## config.mk

```make
export PLATFORM = sky130hd
export DESIGN_NAME = sgi_dispatch
export DESIGN_NICKNAME = d
export VERILOG_FILES = /design/src/rtl/sgi_pkg.sv /design/src/rtl/sgi_decode.sv /design/src/rtl/sgi_pend_array.sv /design/src/rtl/sgi_dispatch.sv
export SDC_FILE = /design/constraint.sdc
export NUM_CORES = 1
export LEC_CHECK = 0
export ABC_AREA = 1
export BUFFER_PORTS_ARGS = -buffer_cell sky130_fd_sc_hd__buf_4
export CAP_MARGIN = 20
export CORE_ASPECT_RATIO = 2
export CORE_MARGIN = 8
export CORE_UTILIZATION = 40
export CTS_BUF_LIST = sky130_fd_sc_hd__clkbuf_8
export DETAILED_ROUTE_END_ITERATION = 16
export HOLD_SLACK_MARGIN = 0.15
export PLACE_DENSITY = 0.66
export SYNTH_ARGS = -nofsm -noshare
export SYNTH_HDL_FRONTEND = slang
export SYNTH_SLANG_ARGS = --single-unit
```

## constraint.sdc

```tcl
create_clock -name clk -period 2.1 [get_ports clk]
set_input_delay 0.105 -clock clk [delete_from_list [all_inputs] [get_ports clk]]
set_output_delay 0.105 -clock clk [all_outputs]
set_load 0.03 [all_outputs]
```

## src/rtl/sgi_pkg.sv

```systemverilog
package sgi_pkg;
    localparam int MAX_CPU  = 8;
    localparam int CPU_W    = 3;
    localparam int SRC_W    = 10;
    localparam int LIST_LSB = 16;
    localparam int ROUTE_LSB = 24;

    typedef enum logic [1:0] {
        ROUTE_LIST   = 2'd0,
        ROUTE_OTHERS = 2'd1,
        ROUTE_SELF   = 2'd2,
        ROUTE_ALL    = 2'd3
    } route_e;

    typedef struct packed {
        logic               pulse;
        logic               err;
        logic [SRC_W-1:0]   src;
        logic [MAX_CPU-1:0] mask;
    } dispatch_t;
endpackage

```

## src/rtl/sgi_decode.sv

```systemverilog
module sgi_decode
    import sgi_pkg::*;
#(
    parameter int NUM_CPU = 4
) (
    input  logic [31:0]        cmd,
    input  logic [CPU_W-1:0]   req_cpu,
    output logic [SRC_W-1:0]   src,
    output logic [MAX_CPU-1:0] mask
);
    logic [MAX_CPU-1:0] exist_m;
    logic [MAX_CPU-1:0] self_m;
    route_e             route;

    for (genvar g = 0; g < MAX_CPU; g++) begin : g_cpu
        if (g < NUM_CPU) begin : g_live
            assign exist_m[g] = 1'b1;
            assign self_m[g]  = (req_cpu == CPU_W'(g));
        end else begin : g_absent
            assign exist_m[g] = 1'b0;
            assign self_m[g]  = 1'b0;
        end
    end

    assign src   = cmd[SRC_W-1:0];
    assign route = route_e'(cmd[ROUTE_LSB +: 2]);

    always_comb begin
        unique case (route)
            ROUTE_LIST:   mask = cmd[LIST_LSB +: MAX_CPU] & exist_m;
            ROUTE_OTHERS: mask = exist_m & ~self_m;
            ROUTE_SELF:   mask = self_m;
            default:      mask = exist_m;
        endcase
    end
endmodule

```

## src/rtl/sgi_pend_array.sv

```systemverilog
module sgi_pend_array
    import sgi_pkg::*;
#(
    parameter int NUM_CPU = 4,
    parameter int NUM_SRC = 16
) (
    input  logic               clk,
    input  logic               rst_n,
    input  logic               set_en,
    input  logic [SRC_W-1:0]   set_idx,
    input  logic [MAX_CPU-1:0] set_mask,
    input  logic [SRC_W-1:0]   rd_idx,
    output logic [MAX_CPU-1:0] rd_bits
);
    logic [NUM_CPU-1:0] pend_d [NUM_SRC];
    logic [NUM_CPU-1:0] pend_q [NUM_SRC];

    for (genvar s = 0; s < NUM_SRC; s++) begin : g_row
        logic hit;
        assign hit = set_en && (set_idx == SRC_W'(s));

        always_comb begin
            pend_d[s] = pend_q[s];
            if (hit) begin
                pend_d[s] = pend_q[s] | set_mask[NUM_CPU-1:0];
            end
        end

        always_ff @(posedge clk) begin
            if (!rst_n) begin
                pend_q[s] <= '0;
            end else begin
                pend_q[s] <= pend_d[s];
            end
        end
    end

    always_comb begin
        rd_bits = '0;
        for (int s = 0; s < NUM_SRC; s++) begin
            if (rd_idx == SRC_W'(s)) begin
                rd_bits[NUM_CPU-1:0] = pend_q[s];
            end
        end
    end
endmodule

```

## src/rtl/sgi_dispatch.sv

```systemverilog
module sgi_dispatch
    import sgi_pkg::*;
#(
    parameter int NUM_CPU = 4,
    parameter int NUM_SRC = 16
) (
    input  logic               clk,
    input  logic               rst_n,
    input  logic               wr_en,
    input  logic [31:0]        wr_data,
    input  logic [CPU_W-1:0]   wr_cpu,
    input  logic [SRC_W-1:0]   rd_src,
    output logic               set_pulse,
    output logic [SRC_W-1:0]   set_src,
    output logic [MAX_CPU-1:0] set_mask,
    output logic               err_pulse,
    output logic [MAX_CPU-1:0] rd_pend
);
    localparam logic [SRC_W:0] SRC_LIMIT = (SRC_W+1)'(NUM_SRC);

    logic [SRC_W-1:0]   dec_src;
    logic [MAX_CPU-1:0] dec_mask;
    logic               src_ok;
    logic               accept;
    dispatch_t          out_d;
    dispatch_t          out_q;

    sgi_decode #(.NUM_CPU(NUM_CPU)) decode_i (
        .cmd     (wr_data),
        .req_cpu (wr_cpu),
        .src     (dec_src),
        .mask    (dec_mask)
    );

    assign src_ok = ({1'b0, dec_src} < SRC_LIMIT);
    assign accept = wr_en && src_ok;

    sgi_pend_array #(.NUM_CPU(NUM_CPU), .NUM_SRC(NUM_SRC)) pend_i (
        .clk      (clk),
        .rst_n    (rst_n),
        .set_en   (accept),
        .set_idx  (dec_src),
        .set_mask (dec_mask),
        .rd_idx   (rd_src),
        .rd_bits  (rd_pend)
    );

    always_comb begin
        out_d       = '0;
        out_d.pulse = accept;
        out_d.err   = wr_en && !src_ok;
        if (accept) begin
            out_d.src  = dec_src;
            out_d.mask = dec_mask;
        end
    end

    always_ff @(posedge clk) begin
        if (!rst_n) begin
            out_q <= '0;
        end else begin
            out_q <= out_d;
        end
    end

    assign set_pulse = out_q.pulse;
    assign err_pulse = out_q.err;
    assign set_src   = out_q.src;
    assign set_mask  = out_q.mask;
endmodule

```

==> impl_metrics.toml <==
[logic_synthesis]
ys.warnings.count = 0
synth_top_area_cell = "dfxtp_1"
ys_seq_elements = 80
syn_area_um2 = 3503
synth_cell_types = 24
ys_seq_area_frac = 0.4571
yosysTopAreaCellShare = 0.4571
synth_cells = 507
postSynthAreaPerCell_um2 = 6.910
netlist_top_cells_area = "dfxtp_1 46%, nand2_1 11%, a21oi_1 9.9%"

[finish]
synthToLayoutAreaGrowth_pct = 33.54
final_common_cell = "nand2_1"
fin_util = 0.5447
layout-drive-gt1-share = 0.2299
most-common-layout-cells = "104 x nand2_1, 87 x buf_4, 78 x dfxtp_1"
finish.instance_area_um2 = 4678
final_nets = 665

[worst_hold_path]
hold_path.class = "in -> reg"

[cts]
cts_buffers = 9
cts_tree = "done"
root_buffer = "clkbuf_8"
path_clk_slew_ns = 0.09
cts.sinks = 80
cts_max_path_buffers = 2
htreeDepth = 3
clock_latency_ns = 0.36

[die]
die_y_um = 148.4
die_x_um = 82.18
std_cell_rows = 48
initial_core_util = 0.4079
io_pins = 76
dieArea_um2 = 12190
fp.coreArea_um2 = 8588

[worst_setup_path]
cp_data_required_time_ns = 2.00
start_kind = "register"
critPathKind = "reg -> out"
cp-end-kind = "primary output"
worstPathMaxFanout = 2
worstPathArrival_ns = 2.05

[placed_design]
io_buffer_count = 51
place_congestion = 0.9045
post-dp-hpwl_mm = 7.989
post_dp_cell_area_um2 = 4244
pre_cts_ws_ns = -0.1631

[sta]
skew_ns = 0
hold_viol = 0
final.setup.worst_slack_ns = -0.05924
worstMarginPinSlew_ns = 0.6587
finalCritPeriodShare = 1.028
setup_violations = 1
maxSlewHeadroom = 0.5609
final.min_clock_period_ns = 2.159
fmax_mhz = 463.1
grt_setup_unrepaired = "yes"
slew_viol_final = 0

[run]
max_cap_violations = 0

[drt]
drt_iter0_markers = 201
drt_first_pass_iters = 4
vias = 3607
routed_via_density = 4.989
drc = 0
routed_wl_mm = 10.79
antenna_left = 0
drt-wirelength-per-cell_um = 14.93

[global_route]
antenna_found_initial = 1
track_usage = 0.1852
grt_pass1_vias = 3638
gr-total-overflow = 0
grt_max_degree = 65
grt_pass1_wl_mm = 17.02

[pwr]
p_per_area_nw_per_um2 = 613.8
vdd.ir_drop.worst_v = 0.0003784
leakage_nw = 2.027

[run_status]
violations = "setup timing"
status = "finished, violations left"
[synthesized netlist by cell type, drive strengths merged]
master,number
o211ai,2
o22ai,4
dfxtp,80
nand4,10
o2111ai,1
nor3,4
a21oi,69
clkbuf,11
nor4,7
nand2,111
conb,1
buf,8
o221ai,2
a31oi,2
nand3b,2
inv,75
nand3,25
nor2,82
o21ai,11
[path summary, 6_finish.rpt]
check,start,to,slack [ns],depth (start not counted)
setup / recovery,pend_i.pend_q[0][3],rd_pend[3],-0.06,12
hold / removal,wr_data[8],set_src[3],0.26,6
setup reg to reg,pend_i.pend_q[12][3],pend_i.pend_q[12][3],1.44,2
hold reg to reg,pend_i.pend_q[11][1],pend_i.pend_q[11][1],0.46,2
[metal layers]
metal,GRT usage,share of wire,up-vias
li1,-,-,1822
met1,0.1633,0.33,1645
met2,0.3441,0.55,98
met3,0.03386,0.052,42
met4,0.1407,0.068,0
met5,0,0,-
[logic make-up (layout without fill, tap and decap cells)]
logic type,after synthesis,count (layout),share of synthesized area
compound gates,91,91,0.1368
flops,80,80,0.4571
buf+inv,94,196,0.1093
other cells,1,15,0.001070
simple gates,241,241,0.2957
[sequential cells by signal, indices dropped and copies added (netlist names)]
name           flops
pend_i.pend_q     64
set_src           10
set_mask           4
err_pulse          1
set_pulse          1
[timing repair]
action | in CTS | in global routing
hold buffers | 14 | 0
endpoints found under the setup margin | 4 | 4
cloned | 0 | 0
pin swaps | 4 | 10
resized for setup | 16 | 16
buffers inserted | 0 | 2
hold endpoints to repair | 10 | 0
[area by class of cell]
| type | instances | area, um^2 |
|---|---|---|
| well taps | 100 | 125.1 |
| diodes | 1 | 2.502 |
| inverters | 75 | 281.5 |
| repair buffers | 105 | 838.3 |
| clock buffers | 10 | 137.6 |
| fillers | 841 | 3910 |
| multi-input cells | 346 | 1644 |
| flip-flops and latches | 80 | 1604 |
| clock inverters | 6 | 45.04 |
[worst max-delay path, cell delays in order (launching register included)]
cell and delay, ns:
dfxtp_1 0.31, inv_2 0.06, o22ai_2 0.09, a21oi_2 0.17, o2111ai_2 0.16, a21oi_2 0.14
nand3_1 0.09, o21ai_1 0.13, buf_4 0.13, nand4_1 0.11, nand2_1 0.09, nand2_1 0.07
buf_6 0.14
[through the flow]
| stage | TNS [ns] | hold slack (ns) | instances | total power, mW |
|---|---|---|---|---|
| final | -0.05924 | 0.2582 | 723 | 2.871 |
| after global routing | -0.4738 | 0.3261 | 723 | 2.994 |
| after CTS | -0.1288 | 0.2671 | 720 | 2.893 |
| after detailed placement | -0.3158 | 0.3554 | 690 | 1.840 |
| after global placement | -0.2058 | 0.3486 | 690 | 1.837 |
| after floorplan | 0 | 0.2308 | 520 | 1.703 |
[power breakdown]
| group | switching, mW | internal [mW] | total, mW | leakage, nW |
|---|---|---|---|---|
| clock network | 0.580 | 0.462 | 1.04 | 0.0845 |
| registers | 0.00213 | 1.52 | 1.53 | 0.648 |
| logic | 0.193 | 0.112 | 0.305 | 1.30 |
| total | 0.774 | 2.10 | 2.87 | 2.03 |
Power figures use the tool's default switching activity.
